===== config.mk =====
export PLATFORM = sky130hd
export DESIGN_NAME = cal_alarm_top
export DESIGN_NICKNAME = d
export VERILOG_FILES = /design/src/rtl/cal_alarm_pkg.sv /design/src/rtl/cal_alarm_regs.sv /design/src/rtl/cal_alarm_match.sv /design/src/rtl/cal_alarm_route.sv /design/src/rtl/cal_alarm_top.sv
export SDC_FILE = /design/constraint.sdc
export NUM_CORES = 1
export LEC_CHECK = 0
export BUFFER_PORTS_ARGS = -buffer_cell sky130_fd_sc_hd__buf_2
export CORE_UTILIZATION = 55
export DETAILED_ROUTE_END_ITERATION = 10
export GPL_ROUTABILITY_DRIVEN = 0
export PLACE_DENSITY = 0.82
export SYNTH_ARGS = -nofsm -noshare
export SYNTH_HDL_FRONTEND = slang
export SYNTH_SLANG_ARGS = --single-unit

===== constraint.sdc =====
create_clock -name clk -period 4.35 [get_ports clk]
set_input_delay 0.435 -clock clk [delete_from_list [all_inputs] [get_ports clk]]
set_output_delay 0.435 -clock clk [all_outputs]
set_load 0.01 [all_outputs]

===== src/rtl/cal_alarm_pkg.sv =====
package cal_alarm_pkg;
  parameter int unsigned NFIELD = 6;
  parameter int unsigned SELW   = 3;

  typedef enum logic [SELW-1:0] {
    SEL_SEC  = 3'd0,
    SEL_MIN  = 3'd1,
    SEL_HOUR = 3'd2,
    SEL_DAY  = 3'd3,
    SEL_MON  = 3'd4,
    SEL_YEAR = 3'd5,
    SEL_MASK = 3'd6,
    SEL_NONE = 3'd7
  } wsel_e;
endpackage


===== src/rtl/cal_alarm_regs.sv =====
module cal_alarm_regs
  import cal_alarm_pkg::*;
#(
  parameter int unsigned DW = 8,
  localparam int unsigned FW = NFIELD * DW
) (
  input  logic            clk,
  input  logic            rst_n,
  input  logic            we_i,
  input  logic [SELW-1:0] wsel_i,
  input  logic [DW-1:0]   wdata_i,
  output logic [FW-1:0]   alarm_o,
  output logic [NFIELD-1:0] mask_o
);

  // Alarm field storage, seconds (index 0) resets to an impossible value.
  for (genvar g = 0; g < NFIELD; g++) begin : g_fld
    localparam logic [DW-1:0] RV = (g == 0) ? {DW{1'b1}} : {DW{1'b0}};
    logic          fld_en;
    logic [DW-1:0] fld_q;

    always_comb fld_en = we_i && (wsel_i == SELW'(g));

    always_ff @(posedge clk or negedge rst_n) begin
      if (!rst_n)      fld_q <= RV;
      else if (fld_en) fld_q <= wdata_i;
    end

    assign alarm_o[g*DW +: DW] = fld_q;
  end

  // Mask storage: only bits that select a field are kept.
  logic              mask_en;
  logic [NFIELD-1:0] mask_q;

  always_comb mask_en = we_i && (wsel_i == SEL_MASK);

  always_ff @(posedge clk or negedge rst_n) begin
    if (!rst_n)       mask_q <= {NFIELD{1'b1}};
    else if (mask_en) mask_q <= wdata_i[NFIELD-1:0];
  end

  assign mask_o = mask_q;

  // a mask write lands on the following edge.
  p_mask_load_r9: assert property (@(posedge clk) disable iff (!rst_n)
    (we_i && wsel_i == SEL_MASK) |=> (mask_o == $past(wdata_i[NFIELD-1:0])));

endmodule


===== src/rtl/cal_alarm_match.sv =====
module cal_alarm_match
  import cal_alarm_pkg::*;
#(
  parameter int unsigned DW = 8,
  localparam int unsigned FW = NFIELD * DW
) (
  input  logic              clk,
  input  logic              rst_n,
  input  logic              tick_i,
  input  logic              arm_i,
  input  logic [FW-1:0]     now_i,
  input  logic [FW-1:0]     alarm_i,
  input  logic [NFIELD-1:0] mask_i,
  output logic              hit_o
);

  logic [NFIELD-1:0] fld_ok;

  // A field agrees when equal or when its mask bit drops it.
  for (genvar g = 0; g < NFIELD; g++) begin : g_cmp
    always_comb
      fld_ok[g] = !mask_i[g] || (now_i[g*DW +: DW] == alarm_i[g*DW +: DW]);
  end

  logic hit_d, hit_q;

  always_comb hit_d = tick_i && arm_i && (&fld_ok);

  always_ff @(posedge clk or negedge rst_n) begin
    if (!rst_n) hit_q <= 1'b0;
    else        hit_q <= hit_d;
  end

  assign hit_o = hit_q;

  // a registered match always follows an armed tick.
  p_hit_needs_tick_r2: assert property (@(posedge clk) disable iff (!rst_n)
    hit_o |-> $past(tick_i && arm_i));

endmodule


===== src/rtl/cal_alarm_route.sv =====
module cal_alarm_route (
  input  logic clk,
  input  logic rst_n,
  input  logic hit_i,
  input  logic prog_start_i,
  input  logic csum_ok_i,
  input  logic release_i,
  output logic start_req_o,
  output logic pin_pull_o
);

  logic to_prog;
  logic start_d, start_q;
  logic pull_d, pull_q;

  always_comb begin
    to_prog = prog_start_i && csum_ok_i;
    start_d = hit_i && to_prog;
    pull_d  = pull_q;
    if (release_i)          pull_d = 1'b0;
    if (hit_i && !to_prog)  pull_d = 1'b1;  // a trigger outranks a release
  end

  always_ff @(posedge clk or negedge rst_n) begin
    if (!rst_n) begin
      start_q <= 1'b0;
      pull_q  <= 1'b0;
    end else begin
      start_q <= start_d;
      pull_q  <= pull_d;
    end
  end

  assign start_req_o = start_q;
  assign pin_pull_o  = pull_q;

  // a start request comes only from a match on the program path.
  p_start_src_r6: assert property (@(posedge clk) disable iff (!rst_n)
    start_req_o |-> $past(hit_i && prog_start_i && csum_ok_i));

  // the two trigger paths never switch on together.
  p_one_path_r6: assert property (@(posedge clk) disable iff (!rst_n)
    $rose(pin_pull_o) |-> !start_req_o);

  // the pull-down holds until released.
  p_pull_hold_r7: assert property (@(posedge clk) disable iff (!rst_n)
    (pin_pull_o && !release_i) |=> pin_pull_o);

  // a release with no competing match clears the pull-down.
  p_release_r8: assert property (@(posedge clk) disable iff (!rst_n)
    (release_i && !hit_i) |=> !pin_pull_o);

endmodule


===== src/rtl/cal_alarm_top.sv =====
module cal_alarm_top
  import cal_alarm_pkg::*;
#(
  parameter int unsigned DW = 8,
  localparam int unsigned FW = NFIELD * DW
) (
  input  logic            clk,
  input  logic            rst_n,
  input  logic            we_i,
  input  logic [SELW-1:0] wsel_i,
  input  logic [DW-1:0]   wdata_i,
  input  logic            arm_i,
  input  logic            prog_start_i,
  input  logic            csum_ok_i,
  input  logic            tick_i,
  input  logic [FW-1:0]   now_i,
  input  logic            release_i,
  output logic            start_req_o,
  output logic            pin_pull_o
);

  // Asynchronous assert, synchronous release.
  logic [1:0] rst_sync_q;
  logic       rst_n_int;

  always_ff @(posedge clk or negedge rst_n) begin
    if (!rst_n) rst_sync_q <= 2'b00;
    else        rst_sync_q <= {rst_sync_q[0], 1'b1};
  end

  assign rst_n_int = rst_sync_q[1];

  logic [FW-1:0]     alarm_w;
  logic [NFIELD-1:0] mask_w;
  logic              hit_w;

  cal_alarm_regs #(.DW(DW)) regs_i (
    .clk     (clk),
    .rst_n   (rst_n_int),
    .we_i    (we_i),
    .wsel_i  (wsel_i),
    .wdata_i (wdata_i),
    .alarm_o (alarm_w),
    .mask_o  (mask_w)
  );

  cal_alarm_match #(.DW(DW)) match_i (
    .clk     (clk),
    .rst_n   (rst_n_int),
    .tick_i  (tick_i),
    .arm_i   (arm_i),
    .now_i   (now_i),
    .alarm_i (alarm_w),
    .mask_i  (mask_w),
    .hit_o   (hit_w)
  );

  cal_alarm_route route_i (
    .clk          (clk),
    .rst_n        (rst_n_int),
    .hit_i        (hit_w),
    .prog_start_i (prog_start_i),
    .csum_ok_i    (csum_ok_i),
    .release_i    (release_i),
    .start_req_o  (start_req_o),
    .pin_pull_o   (pin_pull_o)
  );

endmodule


## Yosys cells after proc, flatten, opt, wreduce, memory -nomap -nowiden

Cells that the tools add are included.
W data, S select, Z words.

- Eq/ne operators: 12
- Muxes and demuxes: 2
- Reductions and logical operators: 28

Operators with widths:

| kind | number |
|---|---|
| $eq A8 B8 Y1 | 6 |
| $logic_and A1 B1 Y1 | 12 |
| $eq A3 B3 Y1 const B | 3 |
| $logic_not A1 Y1 | 7 |
| $eq A3 B2 Y1 const B | 2 |
| $logic_or A1 B1 Y1 | 6 |
| $reduce_and A6 Y1 | 1 |
| $eq A3 B1 Y1 const B | 1 |
| $logic_not A3 Y1 | 1 |
| $mux W1 | 2 |
| $reduce_bool A2 Y1 | 1 |

- Register bits after elaboration: 59
- Bits of input ports: 67
- Output and inout bits: 2

## Logic depth before layout (Yosys ltp)

Gate-level depths: netlist (run 1).

- Word-level depth: 4
- Mapped depth: 5

## Modules after synthesis

Synthesis (run 1) repeated with hierarchy kept, for this count alone.

- Cell total of the unflattened synthesis: 202
- Area total of the unflattened synthesis: 2793.9 um^2

Modules (own cells, without submodules):

| module | instances | cells each | area each (um^2) | seq. area each (um^2) |
|---|---|---|---|---|
| cal_alarm_regs | 1 | 122 | 2092.0 | 1368.8 |
| cal_alarm_match | 1 | 71 | 574.3 | 25.0 |
| cal_alarm_route | 1 | 6 | 73.8 | 50.0 |
| cal_alarm_top | 1 | 3 | 53.8 | 50.0 |

## Worst setup path after synthesis (run 1)

Ideal clock, no wire load.

- Path type: input port to flip-flop
- Start: input wsel_i[1]
- End: register regs_i.g_fld[2].fld_q[0]
- Library setup time: 0.125 ns
- Data arrival time: 1.367 ns
- Path slack: 2.858 ns
- Stages: 3
- Buffers on the path: 1
- Cell sequence: buf_2 > nor3b_4 > mux2_2

- Longest elaborated chain between the ends: 2

Ends and longest elaborated chain:

| item | RTL line | RTL |
|---|---|---|
| start: declaration | cal_alarm_top.sv:10 | `input logic [SELW-1:0] wsel_i,` |
| $eq A3 B2 Y1 | cal_alarm_regs.sv:22 | `always_comb fld_en = we_i && (wsel_i == SELW'(g));` |
| $logic_and A1 B1 Y1 | cal_alarm_regs.sv:22 |  |
| end signal: assignment | cal_alarm_regs.sv:26 | `else if (fld_en) fld_q <= wdata_i;` |
| end: declaration | cal_alarm_regs.sv:20 | `logic [DW-1:0] fld_q;` |

No other way between the ends.
A chain may end at the register's enable or synchronous reset.

## Worst setup path after layout (run 1)

- Start: register regs_i.g_fld[0].fld_q[5]
- End: register match_i.hit_q, in the netlist match_i.hit_o

- Longest elaborated chain between the ends: 4

Ends and longest elaborated chain:

| item | RTL line | RTL |
|---|---|---|
| start: declaration | cal_alarm_regs.sv:20 |  |
| start signal: assignment | cal_alarm_regs.sv:26 |  |
| $eq A8 B8 Y1 | cal_alarm_match.sv:22 | `fld_ok[g] = !mask_i[g] \|\| (now_i[g*DW +: DW] == alarm_i[g*DW +: DW]);` |
| $logic_or A1 B1 Y1 | cal_alarm_match.sv:22 |  |
| $reduce_and A6 Y1 | cal_alarm_match.sv:27 | `always_comb hit_d = tick_i && arm_i && (&fld_ok);` |
| $logic_and A1 B1 Y1 | cal_alarm_match.sv:27 |  |
| via match_i.hit_d | cal_alarm_match.sv:25 | `logic hit_d, hit_q;` |
| end signal: assignment | cal_alarm_match.sv:31 | `else hit_q <= hit_d;` |
| end: declaration | cal_alarm_match.sv:25 |  |

The timed path passes the listed nets, and every way through them passes these cells.

==> results of run 1 <==
[kinds of logic (layout without fill, tap and decap cells)]
| logic type | after synthesis | after routing | synth area share |
|---|---|---|---|
| compound gates | 7 | 7 | 0.0125 |
| mux | 54 | 54 | 0.217 |
| flops | 59 | 59 | 0.534 |
| buf+inv | 3 | 87 | 0.00492 |
| xor+xnor | 48 | 48 | 0.150 |
| other cells | 1 | 1 | 0.00134 |
| simple gates | 28 | 28 | 0.0792 |
[layout make-up]
type | instances | share of cell area
Tap cell | 67 | 0.0246
Inverter | 1 | 0.00110
Sequential cell | 59 | 0.439
Timing Repair Buffer | 70 | 0.105
Multi-Input combinational cell | 138 | 0.379
Clock inverter | 2 | 0.00294
Clock buffer | 14 | 0.0478
[worst reg2reg max path: cells and delay by family (launching register included)]
family           cells  cell delay (ns)
flip-flops           1             0.54
AO/OA/AOI/OAI        1             0.20
AND/OR/NAND/NOR      3             0.45
XOR/XNOR             1             0.13
[power breakdown]
group          switching [uW]  internal [uW]
clock network             201            236
registers                77.0            683
logic                     115            194
total                     393           1110
[worst min path at each step]
stage                                     to  slack [ns]  cells after the start
final                     route_i.pin_pull_o        0.28                      2
after CTS                 route_i.pin_pull_o        0.29                      2
after detailed placement       rst_sync_q[0]        0.22                      1
after floorplan                rst_sync_q[0]        0.14                      0
after global placement         rst_sync_q[0]        0.22                      1
after global routing      route_i.pin_pull_o        0.29                      2
[placed cells by master, fill, tap and decap left out, types with 3 or more instances in the layout]
cell	count
dfstp_2	14
clkbuf_8	11
nand4b_1	3
dfrtp_1	44
o21ai_0	7
clkbuf_1	3
nand4_1	12
buf_2	68
mux2_2	54
xnor2_1	48
nand2_1	4
[per-stage QoR]
| stage | total power, uW | hold slack, ns |
|---|---|---|
| after floorplan | 981 | 0.139 |
| after global placement | 1060 | 0.220 |
| after detailed placement | 1080 | 0.221 |
| after CTS | 1520 | 0.287 |
| after global routing | 1580 | 0.294 |
| final | 1510 | 0.283 |
[flip-flops by register name, indices dropped and copies added, names as in the netlist]
| name | flops |
|---|---|
| match_i.hit_o | 1 |
| regs_i.g_fld.fld_q | 48 |
| route_i.start_req_o | 1 |
| rst_sync_q | 2 |
| route_i.pin_pull_o | 1 |
| regs_i.mask_o | 6 |
[timing repair]
action                                 4_1_cts  5_1_grt
hold buffers                                 1        0
gates resized for setup                      0        0
endpoints found under the hold margin        2        0
[layer usage]
layer,global-route usage,vias up
li1,-,863
met1,0.306,889
met2,0.378,52
met3,0.0521,11
met4,0.135,0
met5,0,-
==> flow_metrics.env, run 1 <==
export IMPL_fp_dieW_um=73.3
export IMPL_synth_edf_count=0
export IMPL_totalWireLength_um=5600
export IMPL_irDropWorstVdd_uv=328
export IMPL_cts_max_path_buffers=2
export IMPL_placed_cells=334
export IMPL_drive_gt1_frac=0.549
export IMPL_detail_route_antenna_nets=0
export IMPL_synth_nets=267
export IMPL_first_global_vias=1838
export IMPL_synthTopCellsByCount="mux2_2, xnor2_1, dfrtp_1, dfstp_2, nand4_1"
export IMPL_maxSlewViolCount=0
export IMPL_critPathSlowestCell="dfstp_2"
export IMPL_status="completed"
export IMPL_die_h_um=73.3
export IMPL_synth_cell_type_count=17
export IMPL_startpoint_type="register"
export IMPL_path_class="reg -> reg"
export IMPL_postCtsSetupBuffers=0
export IMPL_r2r_start="regs_i.g_fld[0].fld_q[5]"
export IMPL_tightest_slew_ns=0.688
export IMPL_grt_start_max_net_pins=58
export IMPL_post_dp_cell_area_mm2=0.00322
export IMPL_grt_use_total=0.239
export IMPL_highest_layer="met4"
export IMPL_cp_max_fo=2
export IMPL_r2r_slack_ns=2.95
export IMPL_grt_pass1_wl_um=8960
export IMPL_cp_startpoint="regs_i.g_fld[0].fld_q[5]"
export IMPL_syn_area_per_cell_um2=14.0
export IMPL_post_route_util=0.706
export IMPL_seqCellArea_mm2=0.00150
export IMPL_drv_cap=0
export IMPL_row_count=25
export IMPL_vias=1815
export IMPL_design_area_mm2=0.00340
export IMPL_crit_family="flip-flops"
export IMPL_clkSinkCount=59
export IMPL_fillers=371
export IMPL_cp_depth=5
export IMPL_ff2ff_path_depth=5
export IMPL_max_freq_mhz=715
export IMPL_period_needed_ns=1.40
export IMPL_synth_seq_area_share=0.534
export IMPL_synth_top_cell_by_area="dfrtp_1"
export IMPL_synthCells=200
export IMPL_wl_met2_um=2770
export IMPL_drtPass1Iterations=4
export IMPL_cp_end_kind="register"
export IMPL_cp_buffers_inverters=0
export IMPL_wl_met1_um=2450
export IMPL_worst_r2r_endpoint="match_i.hit_o"
export IMPL_setup_slack_ns=2.95
export IMPL_antenna_found_initial=0
export IMPL_synthTopCellsByArea="dfrtp_1, mux2_2, xnor2_1"
export IMPL_core_mm2=0.00482
export IMPL_dieArea_mm2=0.00537
export IMPL_avgRoutedWirePerCell_um=16.0
export IMPL_cp_cell_sequence="xnor2_1 > nand4_1 > o21ai_0 > nand3_1 > nor3_1"
export IMPL_syn_cell_area_mm2=0.00280
export IMPL_overflow=0
export IMPL_io_pins=69
export IMPL_via_per_inst=5.17
export IMPL_required_ns=4.61
export IMPL_place_ws_ns=2.67
export IMPL_critPathCapture="match_i.hit_o"
export IMPL_root_buffer="clkbuf_8"
export IMPL_yosysTopAreaCellShare=0.403
export IMPL_power_density_mw_per_mm2=443
export IMPL_max_slew_margin=0.541
export IMPL_min_period_over_period=0.321
export IMPL_skew_ns=0.00592
export IMPL_rsz0062_at_grt="false"
export IMPL_drt_iter0_drc=71
export IMPL_antenna_cells=0
export IMPL_clk_pin_slew_ns=0.06
export IMPL_hold_start="release_i"
export IMPL_ys_ff_latch=59
export IMPL_area_growth_synth_to_final_pct=21.7
export IMPL_cts_tree="built"
export IMPL_wl_met3_um=243
export IMPL_finalHoldViolCount=0
export IMPL_drc=0
export IMPL_leakagePower_uw=0.00145
export IMPL_cts_buffers=9
export IMPL_placement_io_buffers=68
export IMPL_insertion_delay_ns=0.34
export IMPL_synth_flop_cell="dfrtp_1"
export IMPL_synth_most_common_cell="mux2_2"
export IMPL_fin_tns_setup_ns=0
export IMPL_post_dp_hpwl_um=3960
export IMPL_setup_viol=0
export IMPL_cpPeakStageDelay_ns=0.54
export IMPL_initial_core_util=0.581
export IMPL_hold_path_class="in -> reg"
export IMPL_cts_htree_levels=3
export IMPL_layout_cells_non_filler=351
export IMPL_worstPathArrival_ns=1.66
export IMPL_synthArstFlopShare=1.00
export IMPL_multi_input_area_mm2=0.00129
export IMPL_nets=346
export IMPL_ys_warnings_count=0
No activity file was read; power rests on OpenSTA's default activity.
==> run 2: changes to the inputs <==
--- a/config.mk
+++ b/config.mk
@@ -6,10 +6,10 @@
 export NUM_CORES = 1
 export LEC_CHECK = 0
 export BUFFER_PORTS_ARGS = -buffer_cell sky130_fd_sc_hd__buf_2
-export CORE_UTILIZATION = 55
+export CORE_UTILIZATION = 48
 export DETAILED_ROUTE_END_ITERATION = 10
 export GPL_ROUTABILITY_DRIVEN = 0
-export PLACE_DENSITY = 0.82
+export PLACE_DENSITY = 0.76
 export SYNTH_ARGS = -nofsm -noshare
 export SYNTH_HDL_FRONTEND = slang
 export SYNTH_SLANG_ARGS = --single-unit
==> constraint.sdc (replaced) <==
create_clock -name clk -period 1.25 [get_ports clk]
set_input_delay 0.125 -clock clk [delete_from_list [all_inputs] [get_ports clk]]
set_output_delay 0.125 -clock clk [all_outputs]
set_load 0.01 [all_outputs]
==> flow_metrics.env, run 2 (synthesized netlist as in run 1, its figures left out) <==
export IMPL_root_buffer="clkbuf_8"
export IMPL_p_int_uw=4330
export IMPL_antenna_found_initial=0
export IMPL_cp_cell_sequence="xnor2_2 > nand4_1 > o21ai_2 > nand3_1 > nor3_2"
export IMPL_startpoint_type="register"
export IMPL_cpPeakStageDelay_ns=0.55
export IMPL_drv_cap=0
export IMPL_first_global_vias=1951
export IMPL_fp_dieW_um=78.3
export IMPL_totalPowerFinal_uw=5760
export IMPL_largest_reg_flops=48
export IMPL_postCtsSetupBuffers=0
export IMPL_area_growth_synth_to_final_pct=31.0
export IMPL_via_per_inst=5.07
export IMPL_drc=0
export IMPL_antenna_cells=0
export IMPL_die_h_um=78.3
export IMPL_placement_io_buffers=68
export IMPL_io_pins=69
export IMPL_fillers=457
export IMPL_period_needed_ns=1.24
export IMPL_initial_core_util=0.502
export IMPL_min_period_over_period=0.988
export IMPL_post_dp_hpwl_um=4290
export IMPL_leakagePower_uw=0.00157
export IMPL_grt_pass1_wl_um=9580
export IMPL_power_density_mw_per_mm2=1570
export IMPL_drive_gt1_frac=0.603
export IMPL_dieArea_mm2=0.00613
export IMPL_cts_htree_levels=3
export IMPL_critPathSlowestCell="dfstp_2"
export IMPL_core_mm2=0.00557
export IMPL_p_switching_uw=1430
export IMPL_swShare=0.249
export IMPL_grt_use_total=0.216
export IMPL_grt_start_max_net_pins=32
export IMPL_vias=1859
export IMPL_drt_iter0_drc=49
export IMPL_status="completed"
export IMPL_max_freq_mhz=810
export IMPL_nets=357
export IMPL_overflow=0
export IMPL_insertion_delay_ns=0.34
export IMPL_cp_end_kind="register"
export IMPL_row_count=27
export IMPL_cts_buffers=9
export IMPL_final_cell_mix="buf_2, mux2_2, dfrtp_1, xnor2_1, dfstp_2"
export IMPL_irDropWorstVdd_uv=942
export IMPL_path_class="reg -> reg"
export IMPL_cts_max_path_buffers=2
export IMPL_cts_tree="built"
export IMPL_combPwrFrac=0.200
export IMPL_avgRoutedWirePerCell_um=16.3
export IMPL_power_clock_fraction=0.340
export IMPL_setup_viol=0
export IMPL_cp_max_fo=2
export IMPL_finalHoldViolCount=0
export IMPL_design_area_mm2=0.00366
export IMPL_post_dp_cell_area_mm2=0.00336
export IMPL_worstPathArrival_ns=1.50
export IMPL_totalWireLength_um=5970
export IMPL_maxSlewViolCount=0
export IMPL_clkSinkCount=59
export IMPL_required_ns=1.52
export IMPL_p_seq_frac=0.461
export IMPL_clk_pin_slew_ns=0.07
export IMPL_rsz0062_at_grt="true"
export IMPL_hold_path_class="in -> reg"
export IMPL_top_register="regs_i.g_fld.fld_q"
export IMPL_detail_route_antenna_nets=0
export IMPL_final_common_cell="buf_2"
export IMPL_skew_ns=0.00830
export IMPL_drtPass1Iterations=4
-- run 2: changes by cell type in the layout (fill, tap and decap cells not counted), moves of 2 or more --
cell | before | now
xnor2_1 | 48 | 43
o21ai_0 | 7 | 3
o21ai_1 | 0 | 2
xnor2_2 | 0 | 5
buf_12 | 0 | 5
o21ai_2 | 0 | 2
bufinv_16 | 0 | 2
clkbuf_1 | 3 | 0
buf_4 | 1 | 6
-- run 2: power groups by stage --
stage                     logic, uW  clock network, uW  registers, uW
after CTS                      1130               1980           2640
after global routing           1270               2080           2710
after detailed placement       1110                  0           2670
final                          1150               1960           2650
after global placement         1070                  0           2650
after floorplan                 790                  0           2630
-- run 2: final timing paths --
check                      depth (start not counted)                       end  slack [ns]                     start
hold / removal                                     2       route_i.start_req_o        0.04                 csum_ok_i
min in group asynchronous                          2             rst_sync_q[1]        0.10                     rst_n
max in group asynchronous                          1  regs_i.g_fld[0].fld_q[3]        0.63             rst_sync_q[1]
setup reg to reg                                   5             match_i.hit_o        0.01  regs_i.g_fld[0].fld_q[1]
setup / recovery                                   5             match_i.hit_o        0.01  regs_i.g_fld[0].fld_q[1]
hold reg to reg                                    1  regs_i.g_fld[4].fld_q[2]        0.27             rst_sync_q[1]
-- run 2: timing repair --
action / in CTS / in global routing
endpoints found under the setup margin: 1 / 1
pin swaps: 4 / 5
resized for setup: 3 / 10
endpoints found under the hold margin: 3 / 0
hold buffers: 2 / 0
-- run 2: metal layers --
metal	global-route usage	vias up	part of all wire
li1	-	883	-
met1	0.281	923	0.45
met2	0.353	49	0.49
met3	0.0616	4	0.049
met4	0.0611	0	0.0072
met5	0	-	0
-- run 2: stage by stage --
step	setup TNS, ns	setup slack [ns]	utilization	hold WS, ns	cells
after floorplan	0	0.0682	-	-0.171	200
after global placement	-0.244	-0.165	0.603	-0.0907	349
after detailed placement	-0.162	-0.147	0.603	-0.0875	349
after CTS	-0.0248	-0.0248	0.648	0.0402	367
after global routing	-0.0599	-0.0599	0.657	0.0326	367
final	0	0.0150	0.657	0.0412	367
-- run 2: layout make-up --
class	count	area, um2	area share
Clock inverter	5	75.1	0.0205
Tap cell	72	90.1	0.0246
Sequential cell	59	1500	0.408
Inverter	1	3.75	0.00102
Multi-Input combinational cell	138	1340	0.366
Clock buffer	11	151	0.0413
Timing Repair Buffer	81	505	0.138
-- run 2: worst max-delay path, delay by kind of cell (launching register included) --
| kind | cells | cell delay [ns] |
|---|---|---|
| DFF | 1 | 0.55 |
| and+or+nand+nor | 3 | 0.33 |
| AOI/OAI and AO/OA | 1 | 0.16 |
| xor gates and xnor gates | 1 | 0.11 |
==> run 3: changes to the inputs <==
--- a/config.mk
+++ b/config.mk
@@ -6,10 +6,12 @@
 export NUM_CORES = 1
 export LEC_CHECK = 0
 export BUFFER_PORTS_ARGS = -buffer_cell sky130_fd_sc_hd__buf_2
+export CORE_MARGIN = 5
 export CORE_UTILIZATION = 48
 export DETAILED_ROUTE_END_ITERATION = 10
 export GPL_ROUTABILITY_DRIVEN = 0
 export PLACE_DENSITY = 0.76
+export SLEW_MARGIN = 10
 export SYNTH_ARGS = -nofsm -noshare
 export SYNTH_HDL_FRONTEND = slang
 export SYNTH_SLANG_ARGS = --single-unit
==> flow_metrics.env, run 3 (synthesized netlist as in run 1, its figures left out) <==
export IMPL_fin_tns_setup_ns=0
export IMPL_max_freq_mhz=801
export IMPL_cp_buffers_inverters=0
export IMPL_initial_core_util=0.502
export IMPL_cts_max_path_buffers=2
export IMPL_post_dp_hpwl_um=4690
export IMPL_finalHoldViolCount=0
export IMPL_startpoint_type="register"
export IMPL_skew_ns=0.00912
export IMPL_hold_start="arm_i"
export IMPL_cp_cell_sequence="xnor2_2 > nand4_1 > o21ai_0 > nand2_1 > nor3_2"
export IMPL_worstPathArrival_ns=1.51
export IMPL_hold_path_class="in -> reg"
export IMPL_drc=0
export IMPL_placed_cells=349
export IMPL_critPathSlowestCell="dfrtp_1"
export IMPL_die_h_um=86.3
export IMPL_power_density_mw_per_mm2=1490
export IMPL_root_buffer="clkbuf_8"
export IMPL_dieArea_mm2=0.00745
export IMPL_setup_viol=0
export IMPL_drive_gt1_frac=0.580
export IMPL_irDropWorstVdd_uv=922
export IMPL_via_per_inst=5.00
export IMPL_crit_family="flip-flops"
export IMPL_cts_buffers=9
export IMPL_row_count=27
export IMPL_maxSlewViolCount=0
export IMPL_path_class="reg -> reg"
export IMPL_nets=357
export IMPL_cts_tree="built"
export IMPL_drtPass1Iterations=4
export IMPL_status="completed"
export IMPL_whs_endpoint="match_i.hit_o"
export IMPL_r2r_slack_ns=0.002
export IMPL_min_period_over_period=0.998
export IMPL_antenna_found_initial=0
export IMPL_top_register="regs_i.g_fld.fld_q"
export IMPL_core_mm2=0.00557
export IMPL_cp_end_kind="register"
export IMPL_io_pins=69
export IMPL_grt_use_total=0.183
export IMPL_worst_r2r_endpoint="match_i.hit_o"
export IMPL_fp_dieW_um=86.3
export IMPL_overflow=0
export IMPL_avgRoutedWirePerCell_um=17.0
export IMPL_placement_io_buffers=68
export IMPL_period_needed_ns=1.25
export IMPL_area_growth_synth_to_final_pct=29.5
export IMPL_grt_start_max_net_pins=31
export IMPL_clk_pin_slew_ns=0.07
export IMPL_drt_iter0_drc=51
export IMPL_fillers=452
export IMPL_multi_input_area_mm2=0.00131
export IMPL_cts_htree_levels=3
export IMPL_insertion_delay_ns=0.33
export IMPL_whs_path_depth=3
export IMPL_totalPowerFinal_uw=5400
export IMPL_antenna_cells=0
export IMPL_ff2ff_path_depth=5
export IMPL_drv_cap=0
export IMPL_final_cell_mix="buf_2, mux2_2, xnor2_1, dfrtp_1, dfstp_2"
export IMPL_totalWireLength_um=6230
export IMPL_required_ns=1.51
export IMPL_seqCellArea_mm2=0.00150
export IMPL_layout_cells_non_filler=367
export IMPL_cpPeakStageDelay_ns=0.41
export IMPL_final_common_cell="buf_2"
export IMPL_detail_route_antenna_nets=0
export IMPL_grt_pass1_wl_um=10200
export IMPL_largest_reg_flops=48
export IMPL_r2r_start="regs_i.g_fld[1].fld_q[6]"
export IMPL_cp_max_fo=2
export IMPL_clkSinkCount=59
export IMPL_leakagePower_uw=0.00154
export IMPL_vias=1836
export IMPL_rsz0062_at_grt="true"
export IMPL_first_global_vias=2000
[run 3: cell types whose count changed in the layout (fill, tap and decap cells not counted), moves of 2 or more]
cell and delta:
clkinv_2 -2, xnor2_2 -4, clkbuf_1 +2, xnor2_1 +4, buf_4 -2, clkbuf_8 +2, bufinv_16 -2, buf_12 +2
o21ai_0 +2
[run 3: repair_timing]
item                                   in CTS  in global routing
resized for setup                           2                  4
pin swaps                                   4                  2
buffers inserted                            0                  0
hold buffers                                2                  0
endpoints found under the hold margin       3                  0
setup endpoints to repair                   1                  1
gates cloned                                0                  0
[run 3: worst max-delay path by stage]
stage                                  start                  endpoint  slack, ns  cells past startpoint
finish              regs_i.g_fld[1].fld_q[6]             match_i.hit_o      0.002                      5
global route        regs_i.g_fld[1].fld_q[6]             match_i.hit_o      -0.14                      5
CTS                 regs_i.g_fld[0].fld_q[2]             match_i.hit_o      -0.06                      5
detailed placement  regs_i.g_fld[0].fld_q[1]             match_i.hit_o      -0.16                      5
global placement    regs_i.g_fld[0].fld_q[3]             match_i.hit_o      -0.15                      5
floorplan                          wsel_i[1]  regs_i.g_fld[2].fld_q[0]       0.07                      3
[run 3: worst min-delay path: stages]
cell	delay [ns]
buf_2	0.11
nand3_1	0.08
nor3_2	0.05
[run 3: layer usage]
layer / vias up / GRT usage / share of wire
met5: - / 0 / 0
met2: 50 / 0.293 / 0.49
met3: 11 / 0.0485 / 0.050
met4: 0 / 0.0722 / 0.019
met1: 879 / 0.237 / 0.44
li1: 896 / - / -
[run 3: report_power, final]
| part | total, uW | switching (uW) | internal [uW] |
|---|---|---|---|
| Combinational | 1130 | 414 | 717 |
| Sequential | 2640 | 266 | 2380 |
| Clock | 1620 | 686 | 935 |
[run 3: cell type report]
type                    instances  share of cell area
well taps                      72              0.0249
inverters                       1             0.00104
clock buffers                  15              0.0515
multi-input cells             138               0.362
flip-flops and latches         59               0.413
repair buffers                 81               0.147
clock inverters                 1             0.00138
[run 3: metrics by stage]
| step | instance area (um2) | util | hold slack (ns) | worst slack (ns) |
|---|---|---|---|---|
| global placement | 3390 | 0.608 | -0.0890 | -0.150 |
| finish | 3620 | 0.650 | 0.0608 | 0.00210 |
| floorplan | 2800 | - | -0.171 | 0.0682 |
| global route | 3620 | 0.650 | 0.0617 | -0.141 |
| detailed placement | 3390 | 0.608 | -0.0884 | -0.162 |
| CTS | 3600 | 0.646 | 0.0382 | -0.0596 |
